[config.mk]
export PLATFORM = sky130hd
export DESIGN_NAME = nvcfg_ctrl
export DESIGN_NICKNAME = d
export VERILOG_FILES = /design/src/rtl/nvcfg_pkg.sv /design/src/rtl/nvcfg_decode.sv /design/src/rtl/nvcfg_timer.sv /design/src/rtl/nvcfg_store.sv /design/src/rtl/nvcfg_ctrl.sv
export SDC_FILE = /design/constraint.sdc
export NUM_CORES = 1
export LEC_CHECK = 0
export BUFFER_PORTS_ARGS = -buffer_cell sky130_fd_sc_hd__buf_2
export CORE_UTILIZATION = 55
export CTS_BUF_LIST = sky130_fd_sc_hd__clkbuf_2 sky130_fd_sc_hd__clkbuf_4 sky130_fd_sc_hd__clkbuf_8
export CTS_CLUSTER_DIAMETER = 30
export CTS_CLUSTER_SIZE = 24
export DETAILED_ROUTE_END_ITERATION = 12
export GPL_ROUTABILITY_DRIVEN = 0
export PLACE_DENSITY = 0.68
export SLEW_MARGIN = 25
export SYNTH_ARGS = -nofsm -noshare
export SYNTH_HDL_FRONTEND = slang
export SYNTH_SLANG_ARGS = --single-unit
[constraint.sdc]
create_clock -name clk -period 3.45 [get_ports clk]
set_input_delay 0.345 -clock clk [delete_from_list [all_inputs] [get_ports clk]]
set_output_delay 0.345 -clock clk [all_outputs]
set_load 0.05 [all_outputs]
[src/rtl/nvcfg_pkg.sv]
`timescale 1ns/1ps
package nvcfg_pkg;

    localparam int WORD_W    = 16;
    localparam int IMG_WORDS = 64;

    typedef enum logic [2:0] {
        ST_IDLE,
        ST_READ,
        ST_WRITE,
        ST_ERASE,
        ST_WREN,
        ST_WRDIS,
        ST_NOP
    } nv_state_t;

    typedef enum logic [2:0] {
        OP_READ,
        OP_WRITE,
        OP_ERASE,
        OP_WREN,
        OP_WRDIS,
        OP_NOP
    } nv_op_t;

    // Builds the power-up image: identifier, station address, filler pattern.
    function automatic logic [IMG_WORDS-1:0][WORD_W-1:0] build_image(
        input logic [WORD_W-1:0] prod_id,
        input logic [47:0]       station
    );
        logic [IMG_WORDS-1:0][WORD_W-1:0] img;
        for (int i = 0; i < IMG_WORDS; i++) begin
            img[i] = 16'hC000 | WORD_W'(i);
        end
        img[3]  = prod_id;
        img[10] = station[47:32];
        img[11] = station[31:16];
        img[12] = station[15:0];
        return img;
    endfunction

endpackage

[src/rtl/nvcfg_decode.sv]
`timescale 1ns/1ps
module nvcfg_decode
    import nvcfg_pkg::*;
#(
    parameter int AW = 6
) (
    input  logic [7:0]    cmd,
    output nv_op_t        op,
    output logic [AW-1:0] addr
);

    always_comb begin
        unique case (cmd[7:6])
            2'b10: op = OP_READ;
            2'b01: op = OP_WRITE;
            2'b11: op = OP_ERASE;
            default: begin
                unique case (cmd[5:4])
                    2'b11:   op = OP_WREN;
                    2'b00:   op = OP_WRDIS;
                    default: op = OP_NOP;
                endcase
            end
        endcase
    end

    assign addr = cmd[AW-1:0];

endmodule

[src/rtl/nvcfg_timer.sv]
`timescale 1ns/1ps
module nvcfg_timer #(
    parameter int CNT_W = 6
) (
    input  logic             clk,
    input  logic             rst_n,
    input  logic             load,
    input  logic [CNT_W-1:0] load_val,
    output logic             done
);

    logic [CNT_W-1:0] count;

    always_ff @(posedge clk or negedge rst_n) begin
        if (!rst_n) begin
            count <= '0;
        end else if (load) begin
            count <= load_val;
        end else if (count != '0) begin
            count <= count - 1'b1;
        end
    end

    assign done = (count == '0);

endmodule

[src/rtl/nvcfg_store.sv]
`timescale 1ns/1ps
module nvcfg_store
    import nvcfg_pkg::*;
#(
    parameter int DEPTH = 64,
    parameter int AW    = 6,
    parameter logic [IMG_WORDS-1:0][WORD_W-1:0] INIT_IMAGE = '0
) (
    input  logic                         clk,
    input  logic                         rst_n,
    input  logic                         we,
    input  logic [AW-1:0]                waddr,
    input  logic [WORD_W-1:0]            wdata,
    input  logic [AW-1:0]                raddr,
    output logic [WORD_W-1:0]            rdata,
    output logic [DEPTH-1:0][WORD_W-1:0] image
);

    logic [WORD_W-1:0] mem [DEPTH];

    for (genvar i = 0; i < DEPTH; i++) begin : g_word
        always_ff @(posedge clk or negedge rst_n) begin
            if (!rst_n) begin
                mem[i] <= INIT_IMAGE[i];
            end else if (we && (waddr == AW'(i))) begin
                mem[i] <= wdata;
            end
        end
        assign image[i] = mem[i];
    end

    assign rdata = mem[raddr];

endmodule

[src/rtl/nvcfg_ctrl.sv]
`timescale 1ns/1ps
module nvcfg_ctrl
    import nvcfg_pkg::*;
#(
    parameter int          DEPTH        = 64,
    parameter int          READ_CYCLES  = 4,
    parameter int          PROG_CYCLES  = 32,
    parameter int          CTRL_CYCLES  = 4,
    parameter int          REG_AW       = 4,
    parameter int          CMD_OFF      = 'hA,
    parameter int          DATA_OFF     = 'hC,
    parameter logic [15:0] PRODUCT_ID   = 16'h6A17,
    parameter logic [47:0] STATION_ADDR = 48'h021C_5E33_804D
) (
    input  logic              clk,
    input  logic              rst_n,
    input  logic [REG_AW-1:0] reg_addr,
    input  logic              reg_wr,
    input  logic [15:0]       reg_wdata,
    output logic [15:0]       reg_rdata
);

    localparam int AW      = $clog2(DEPTH);
    localparam int MAX_CYC = (PROG_CYCLES > READ_CYCLES)
                           ? ((PROG_CYCLES > CTRL_CYCLES) ? PROG_CYCLES : CTRL_CYCLES)
                           : ((READ_CYCLES > CTRL_CYCLES) ? READ_CYCLES : CTRL_CYCLES);
    localparam int CNT_W   = $clog2(MAX_CYC + 1);
    localparam logic [CNT_W-1:0] RD_LOAD   = CNT_W'(READ_CYCLES - 1);
    localparam logic [CNT_W-1:0] PG_LOAD   = CNT_W'(PROG_CYCLES - 1);
    localparam logic [CNT_W-1:0] CT_LOAD   = CNT_W'(CTRL_CYCLES - 1);
    localparam logic [IMG_WORDS-1:0][WORD_W-1:0] IMAGE =
        build_image(PRODUCT_ID, STATION_ADDR);

    nv_state_t state, state_nx;

    logic              busy;
    logic              cmd_hit, data_hit, accept;
    nv_op_t            dec_op;
    logic [AW-1:0]     dec_addr;
    logic [AW-1:0]     op_addr;
    logic [7:0]        last_cmd;
    logic [15:0]       data_q;
    logic              wen_q;
    logic              tmr_load, tmr_done;
    logic [CNT_W-1:0]  tmr_val;
    logic              mem_we, rd_done, wen_set, wen_clr;
    logic [15:0]       mem_wdata, mem_rdata;
    logic [DEPTH-1:0][15:0] image;

    assign cmd_hit  = reg_wr && (reg_addr == REG_AW'(CMD_OFF));
    assign data_hit = reg_wr && (reg_addr == REG_AW'(DATA_OFF));
    assign busy     = (state != ST_IDLE);
    assign accept   = cmd_hit && !busy;

    nvcfg_decode #(.AW(AW)) u_decode (
        .cmd  (reg_wdata[7:0]),
        .op   (dec_op),
        .addr (dec_addr)
    );

    nvcfg_timer #(.CNT_W(CNT_W)) u_timer (
        .clk      (clk),
        .rst_n    (rst_n),
        .load     (tmr_load),
        .load_val (tmr_val),
        .done     (tmr_done)
    );

    nvcfg_store #(
        .DEPTH      (DEPTH),
        .AW         (AW),
        .INIT_IMAGE (IMAGE)
    ) u_store (
        .clk   (clk),
        .rst_n (rst_n),
        .we    (mem_we),
        .waddr (op_addr),
        .wdata (mem_wdata),
        .raddr (op_addr),
        .rdata (mem_rdata),
        .image (image)
    );

    // State register
    always_ff @(posedge clk or negedge rst_n) begin
        if (!rst_n) begin
            state <= ST_IDLE;
        end else begin
            state <= state_nx;
        end
    end

    // Next state and control outputs
    always_comb begin
        state_nx  = state;
        tmr_load  = 1'b0;
        tmr_val   = '0;
        mem_we    = 1'b0;
        rd_done   = 1'b0;
        wen_set   = 1'b0;
        wen_clr   = 1'b0;
        mem_wdata = data_q;
        unique case (state)
            ST_IDLE: begin
                if (accept) begin
                    tmr_load = 1'b1;
                    unique case (dec_op)
                        OP_READ:  begin state_nx = ST_READ;  tmr_val = RD_LOAD; end
                        OP_WRITE: begin state_nx = ST_WRITE; tmr_val = PG_LOAD; end
                        OP_ERASE: begin state_nx = ST_ERASE; tmr_val = PG_LOAD; end
                        OP_WREN:  begin state_nx = ST_WREN;  tmr_val = CT_LOAD; end
                        OP_WRDIS: begin state_nx = ST_WRDIS; tmr_val = CT_LOAD; end
                        default:  begin state_nx = ST_NOP;   tmr_val = CT_LOAD; end
                    endcase
                end
            end
            ST_READ: begin
                if (tmr_done) begin
                    state_nx = ST_IDLE;
                    rd_done  = 1'b1;
                end
            end
            ST_WRITE: begin
                if (tmr_done) begin
                    state_nx = ST_IDLE;
                    mem_we   = wen_q;
                end
            end
            ST_ERASE: begin
                mem_wdata = 16'hFFFF;
                if (tmr_done) begin
                    state_nx = ST_IDLE;
                    mem_we   = wen_q;
                end
            end
            ST_WREN: begin
                if (tmr_done) begin
                    state_nx = ST_IDLE;
                    wen_set  = 1'b1;
                end
            end
            ST_WRDIS: begin
                if (tmr_done) begin
                    state_nx = ST_IDLE;
                    wen_clr  = 1'b1;
                end
            end
            ST_NOP: begin
                if (tmr_done) state_nx = ST_IDLE;
            end
            default: state_nx = ST_IDLE;
        endcase
    end

    // Host-visible registers and write-enable latch
    always_ff @(posedge clk or negedge rst_n) begin
        if (!rst_n) begin
            last_cmd <= '0;
            op_addr  <= '0;
            data_q   <= '0;
            wen_q    <= 1'b0;
        end else begin
            if (accept) begin
                last_cmd <= reg_wdata[7:0];
                op_addr  <= dec_addr;
            end
            if (rd_done) begin
                data_q <= mem_rdata;
            end else if (data_hit && !busy) begin
                data_q <= reg_wdata;
            end
            if (wen_set) begin
                wen_q <= 1'b1;
            end else if (wen_clr) begin
                wen_q <= 1'b0;
            end
        end
    end

    always_comb begin
        if (reg_addr == REG_AW'(CMD_OFF)) begin
            reg_rdata = {busy, 7'b0, last_cmd};
        end else if (reg_addr == REG_AW'(DATA_OFF)) begin
            reg_rdata = data_q;
        end else begin
            reg_rdata = '0;
        end
    end

endmodule

# --- Word-level counts from Yosys, hierarchy flattened ---
# Index checks and enable logic that the tools add are counted.
op_classes:
  n_reduce_logical: 83
  magnitude_cmp: 1
  eq_ne: 81
  addsub: 1
  n_mux: 29
  n_bitwise: 1
op_table:
  columns: ["operator", "n"]
  rows:
  - ["6-bit equality test (second input constant)", 32]
  - ["16-bit two-way mux", 7]
  - ["16-bit binary-select mux with 6-bit select", 1]
  - ["6-bit by 5-bit equality test with 1-bit output (second input constant)", 16]
  - ["1-bit logical AND", 68]
  - ["6-bit by 4-bit equality test with 1-bit output (second input constant)", 8]
  - ["6-bit by 3-bit equality test with 1-bit output (second input constant)", 4]
  - ["5-bit two-way mux", 3]
  - ["3-bit one-hot mux with 5 select lines", 1]
  - ["3-bit by 2-bit equality test with 1-bit output (second input constant)", 4]
  - ["3-bit equality test (second input constant)", 4]
  - ["6-bit by 2-bit equality test with 1-bit output (second input constant)", 2]
  - ["6-bit logical NOT", 2]
  - ["6-bit two-way mux", 2]
  - ["3-bit one-hot mux with 2 select lines", 2]
  - ["1-bit two-way mux", 10]
  - ["3-bit one-hot mux with 3 select lines", 1]
  - ["4-bit equality test (second input constant)", 2]
  - ["7-bit >= comparator (second input constant)", 1]
  - ["6-bit inverter with 7-bit output", 1]
  - ["2-bit equality test (second input constant)", 3]
  - ["3-bit by 1-bit equality test with 1-bit output (second input constant)", 2]
  - ["6-bit by 1-bit equality test with 1-bit output (second input constant)", 1]
  - ["3-bit logical NOT", 2]
  - ["other kinds (13)", 17]
word_totals:
  in_bits: 23
  out_inout_bits: 16
  wordCells: 266
  register_bits: 1064

# --- Longest topological paths before layout ---
logic_depth:
  word_depth: 9
  mapped_depth: 11
  depth_no_buf: 6

# --- By module ---
# Synthesis repeated with hierarchy kept, for this count alone.
unflattened:
  hier_cells: 3247
  area_unflattened_um2: 49401.1
modules_own_cells:
  columns: ["module", "area_per_inst_um2", "cells_per_inst", "instances", "seq_area_each_um2"]
  rows:
  - ["nvcfg_store", 47077.7, 3020, 1, 26036.2]
  - ["nvcfg_ctrl", 1863.0, 174, 1, 850.8]
  - ["nvcfg_timer", 379.1, 41, 1, 150.1]
  - ["nvcfg_decode", 81.3, 12, 1, 0.0]

# --- Worst setup path before layout ---
# No wires, ideal clock.
synth_path:
  kind: "register to register"
  start: "register op_addr[1]"
  end: "register data_q[1]"
  t_arrival_ns: 2.142
  period_less_slack_ns: 2.262
  stages_incl_launch_ff: 10
  setup_time_ns: 0.120
  setup_slack_ns: 1.188
  path_buffers: 4
  cell_sequence: "dfrtp_1 buf_6 buf_8 buf_6 buf_2 mux4_2 mux4_2 nor3_1 a21oi_1 and3_1"
synth_via:
  elab_chain_len: 5
synth_lines:
  columns: ["element", "line", "text"]
  rows:
  - ["start: declaration", "nvcfg_ctrl.sv:40", "logic [AW-1:0] op_addr;"]
  - ["start signal: assignment", "nvcfg_ctrl.sv:165", "op_addr <= dec_addr;"]
  - ["6-bit inverter with 7-bit output (not written as such)", "nvcfg_store.sv:32", "assign rdata = mem[raddr];"]
  - ["16-bit binary-select mux with 6-bit select", "nvcfg_store.sv:32", null]
  - ["16-bit two-way mux (not written as such) (2 in a row)", "nvcfg_store.sv:32", null]
  - ["16-bit two-way mux", "nvcfg_ctrl.sv:167", "if (rd_done) begin"]
  - ["end signal: assignment", "nvcfg_ctrl.sv:168", "data_q <= mem_rdata;"]
  - ["end signal: assignment", "nvcfg_ctrl.sv:170", "data_q <= reg_wdata;"]
  - ["end: declaration", "nvcfg_ctrl.sv:42", "logic [15:0] data_q;"]
# No other way between the ends. The select of a mux whose other input is x is not followed.
# A chain may end at the register's enable or synchronous reset.

# --- Worst setup path after layout ---
layout_path:
  start: "register op_addr[1]"
  end: "register data_q[12]"
# Same word-level chain as after synthesis.

==> qor.csv <==
metric,value,unit
run_status,finished clean,
portBuffers,38,
chipHeight,296,um
drt-pass1-iter-count,5,
syn_area,0.0474,sq mm
clock_sink_count,1058,
clockBufferDepth,3,
timing.setup.critical_path_class,register to register,
synth_top_cell_area_share,0.385,
ys.flop_type,sky130_fd_sc_hd__dfrtp_1,
synth-seq-cells,1058,
first_global_vias,33736,
ys_warn_count,0,
start_util,0.556,
power_density,697,mW/mm^2
wire_per_inst,23.1,um
synthTopCellsByArea,"sky130_fd_sc_hd__dfrtp_1, sky130_fd_sc_hd__dfstp_2, sky130_fd_sc_hd__mux4_2",
dr.first_iter.drc_count,3036,
timing.final.hold_violations,0,
worstMarginPinSlew,0.838,ns
ctsRootBufferMaster,sky130_fd_sc_hd__clkbuf_8,
ys_async_sr_fraction,1.00,
core_area,0.0853,sq mm
avgViaCountPerCell,5.99,
die-width,296,um
grt_setup_unrepaired,false,
grt_pass1_wl,206000,um
grt_antenna_before_repair,2,
finalHoldWorstSlack,0.0840,ns
final.setup.tns,0,ns
total_i_o_pin_count,39,
final_setup_skew,0.0693,ns
final_net_count,4454,
yosys.area.top_type,sky130_fd_sc_hd__dfrtp_1,
total_leakage_power,22.4,nW
cap_viol_max_count,0,
timing.hold.worst.start,reg_wdata[15],
synth_area_per_cell,10.7,sq um
critical_path_peak_fanout,25,
grt_start_max_net_pins,141,
post_synth_inst_count,4419,
remaining_global_route_overflow,0,
synth_cell_types,65,
worst_ep_required_time,4.17,ns
finalCritPeriodShare,0.936,
worstSetupStartpoint,op_addr[1],
grt_use_total,0.313,
syn_to_final_growth,13.8,%
cts.clk_slew.worst_paths,0.06,ns
cts_buffers,197,
layout.area.seq,0.0269,sq mm
place.detailed.hpwl,84400,um
synth-edff-count,0,
finalWirelength,133000,um
setup_viol_count_final,0,
total_die_area,0.0874,sq mm
hold_path_class,input port to register,
worst_setup_path_end_kind,register,
post-route-min-period,3.23,ns
ir_worst_vdd,0.532,mV
relative_slew_margins,0.441,
multi_input_comb_area,0.0185,sq mm
maxSlewViolCount,0,
cts_tree,done,
placement_rows,107,
syn-num-nets,4444,
drive_gt1_frac,0.261,
share_of_synthesized_area_occupied_by_flip_flops_and_latches,0.567,
clock_insertion_delay_at_the_later_pin_of_the_skew_report,0.88,ns
timing.fmax,310,MHz
critical_path_arrival,3.95,ns
number_of_drc_violations_after_detailed_routing,0,
num_vias,34443,
antenna_violating_nets_post_route,0,
r2r_start,op_addr[1],
fillerInstances,6769,
h_tree_depth_reported_by_cts,4,
worst_setup_path_start_kind,register,
[final timing paths]
check | to | slack [ns] | depth (start not counted)
max in group asynchronous | u_store.image[788] | 2.38 | 4
worst max-delay path | data_q[12] | 0.22 | 7
min in group asynchronous | u_store.image[48] | 0.18 | 2
worst max register to register | data_q[12] | 0.22 | 7
worst min register to register | u_store.image[801] | 0.46 | 2
worst min-delay path | data_q[15] | 0.08 | 4
[per-stage QoR]
stage | setup slack (ns) | util | instances | total power [W] | area [sq um]
finish | 0.222 | 0.633 | 5752 | 0.0376 | 54000
global route | 0.131 | 0.633 | 5751 | 0.0387 | 54000
CTS | 0.0969 | 0.633 | 5749 | 0.0376 | 53900
detailed placement | 0.102 | 0.574 | 5358 | 0.0230 | 48900
global placement | 0.0533 | 0.574 | 5358 | 0.0229 | 48900
floorplan | 1.19 | - | 4419 | 0.0190 | 47400
[per-layer routing]
metal	share of wire	track usage
met1	0.43	0.456
met2	0.45	0.463
met3	0.084	0.0681
met4	0.031	0.116
met5	0	0
[state kept, by name, indices dropped and copies added (netlist names)]
signal and count:
last_cmd 3, op_addr 5, state 3, data_q 16
wen_q 1, u_timer.count 6, u_store.image 1024
[power by group]
group | leakage (nW) | internal, W | switching (W)
logic | 6.41 | 0.00291 | 0.00688
registers | 13.5 | 0.0126 | 0.000584
clock network | 2.47 | 0.00856 | 0.00603
total | 22.4 | 0.0241 | 0.0135
[placed cells by master (no fill, tap or decap), types with 30 or more instances in the layout]
master / Yosys / final
sky130_fd_sc_hd__a21oi_1: 33 / 33
sky130_fd_sc_hd__a22oi_1: 31 / 31
sky130_fd_sc_hd__buf_12: 1 / 31
sky130_fd_sc_hd__buf_2: 57 / 37
sky130_fd_sc_hd__buf_4: 19 / 165
sky130_fd_sc_hd__clkbuf_8: 0 / 217
sky130_fd_sc_hd__clkinv_2: 0 / 31
sky130_fd_sc_hd__dfrtp_1: 729 / 726
sky130_fd_sc_hd__dfstp_2: 329 / 329
sky130_fd_sc_hd__mux2i_1: 166 / 166
sky130_fd_sc_hd__mux4_2: 203 / 203
sky130_fd_sc_hd__nand2_1: 1095 / 1095
sky130_fd_sc_hd__nand4_1: 52 / 52
sky130_fd_sc_hd__nor2_1: 48 / 30
sky130_fd_sc_hd__o21ai_0: 903 / 903
sky130_fd_sc_hd__o21ai_1: 139 / 139
[logic make-up (layout without fill, tap and decap cells)]
logic type / after synthesis / count (layout) / synth area share
xor gates and xnor gates: 6 / 6 / 0.00111
DFF: 1058 / 1058 / 0.567
buffers and inverters: 443 / 629 / 0.0462
and+or+nand+nor: 1314 / 1314 / 0.114
AOI/OAI and AO/OA: 1216 / 1216 / 0.137
adders and majority gates: 2 / 2 / 0.000528
other: 0 / 3 / 0
muxes: 380 / 380 / 0.134
[critical path: stages, from the launching register on]
cell	delay, ns
sky130_fd_sc_hd__dfrtp_4	0.84
sky130_fd_sc_hd__buf_4	0.34
sky130_fd_sc_hd__mux4_2	0.53
sky130_fd_sc_hd__mux2i_1	0.33
sky130_fd_sc_hd__o22ai_1	0.25
sky130_fd_sc_hd__a211oi_1	0.51
sky130_fd_sc_hd__buf_4	0.20
sky130_fd_sc_hd__a31oi_1	0.08
[synthesized netlist by cell type, drive strengths merged (6+ instances only)]
cell / instances
dfrtp: 729
nand2: 1095
nor4: 6
and2: 12
or4: 29
clkbuf: 306
nor2b: 10
o21ai: 1051
a21oi: 33
nor3: 21
mux2: 11
o2bb2ai: 6
nand4: 53
mux2i: 166
dfstp: 329
a211oi: 10
buf: 132
mux4: 203
a31oi: 10
a22o: 26
nand2b: 6
nor2: 48
o22ai: 17
or3: 9
a22oi: 31
[final cells by class]
| class | count | share of cell area |
|---|---|---|
| antenna | 3 | 0.000139 |
| clock buffer | 245 | 0.0592 |
| clock inverter | 130 | 0.0309 |
| inverter | 5 | 0.000348 |
| multi-input combinational | 2918 | 0.343 |
| sequential | 1058 | 0.498 |
| tap | 1144 | 0.0265 |
| timing repair buffer | 249 | 0.0409 |
[timing repair]
item | CTS | global route
hold buffers | 16 | 0
hold endpoints to repair | 310 | 0
resized for setup | 0 | 1
endpoints found under the setup margin | 0 | 1
setup buffers | 0 | 0
No activity file was read; power rests on OpenSTA's default activity.
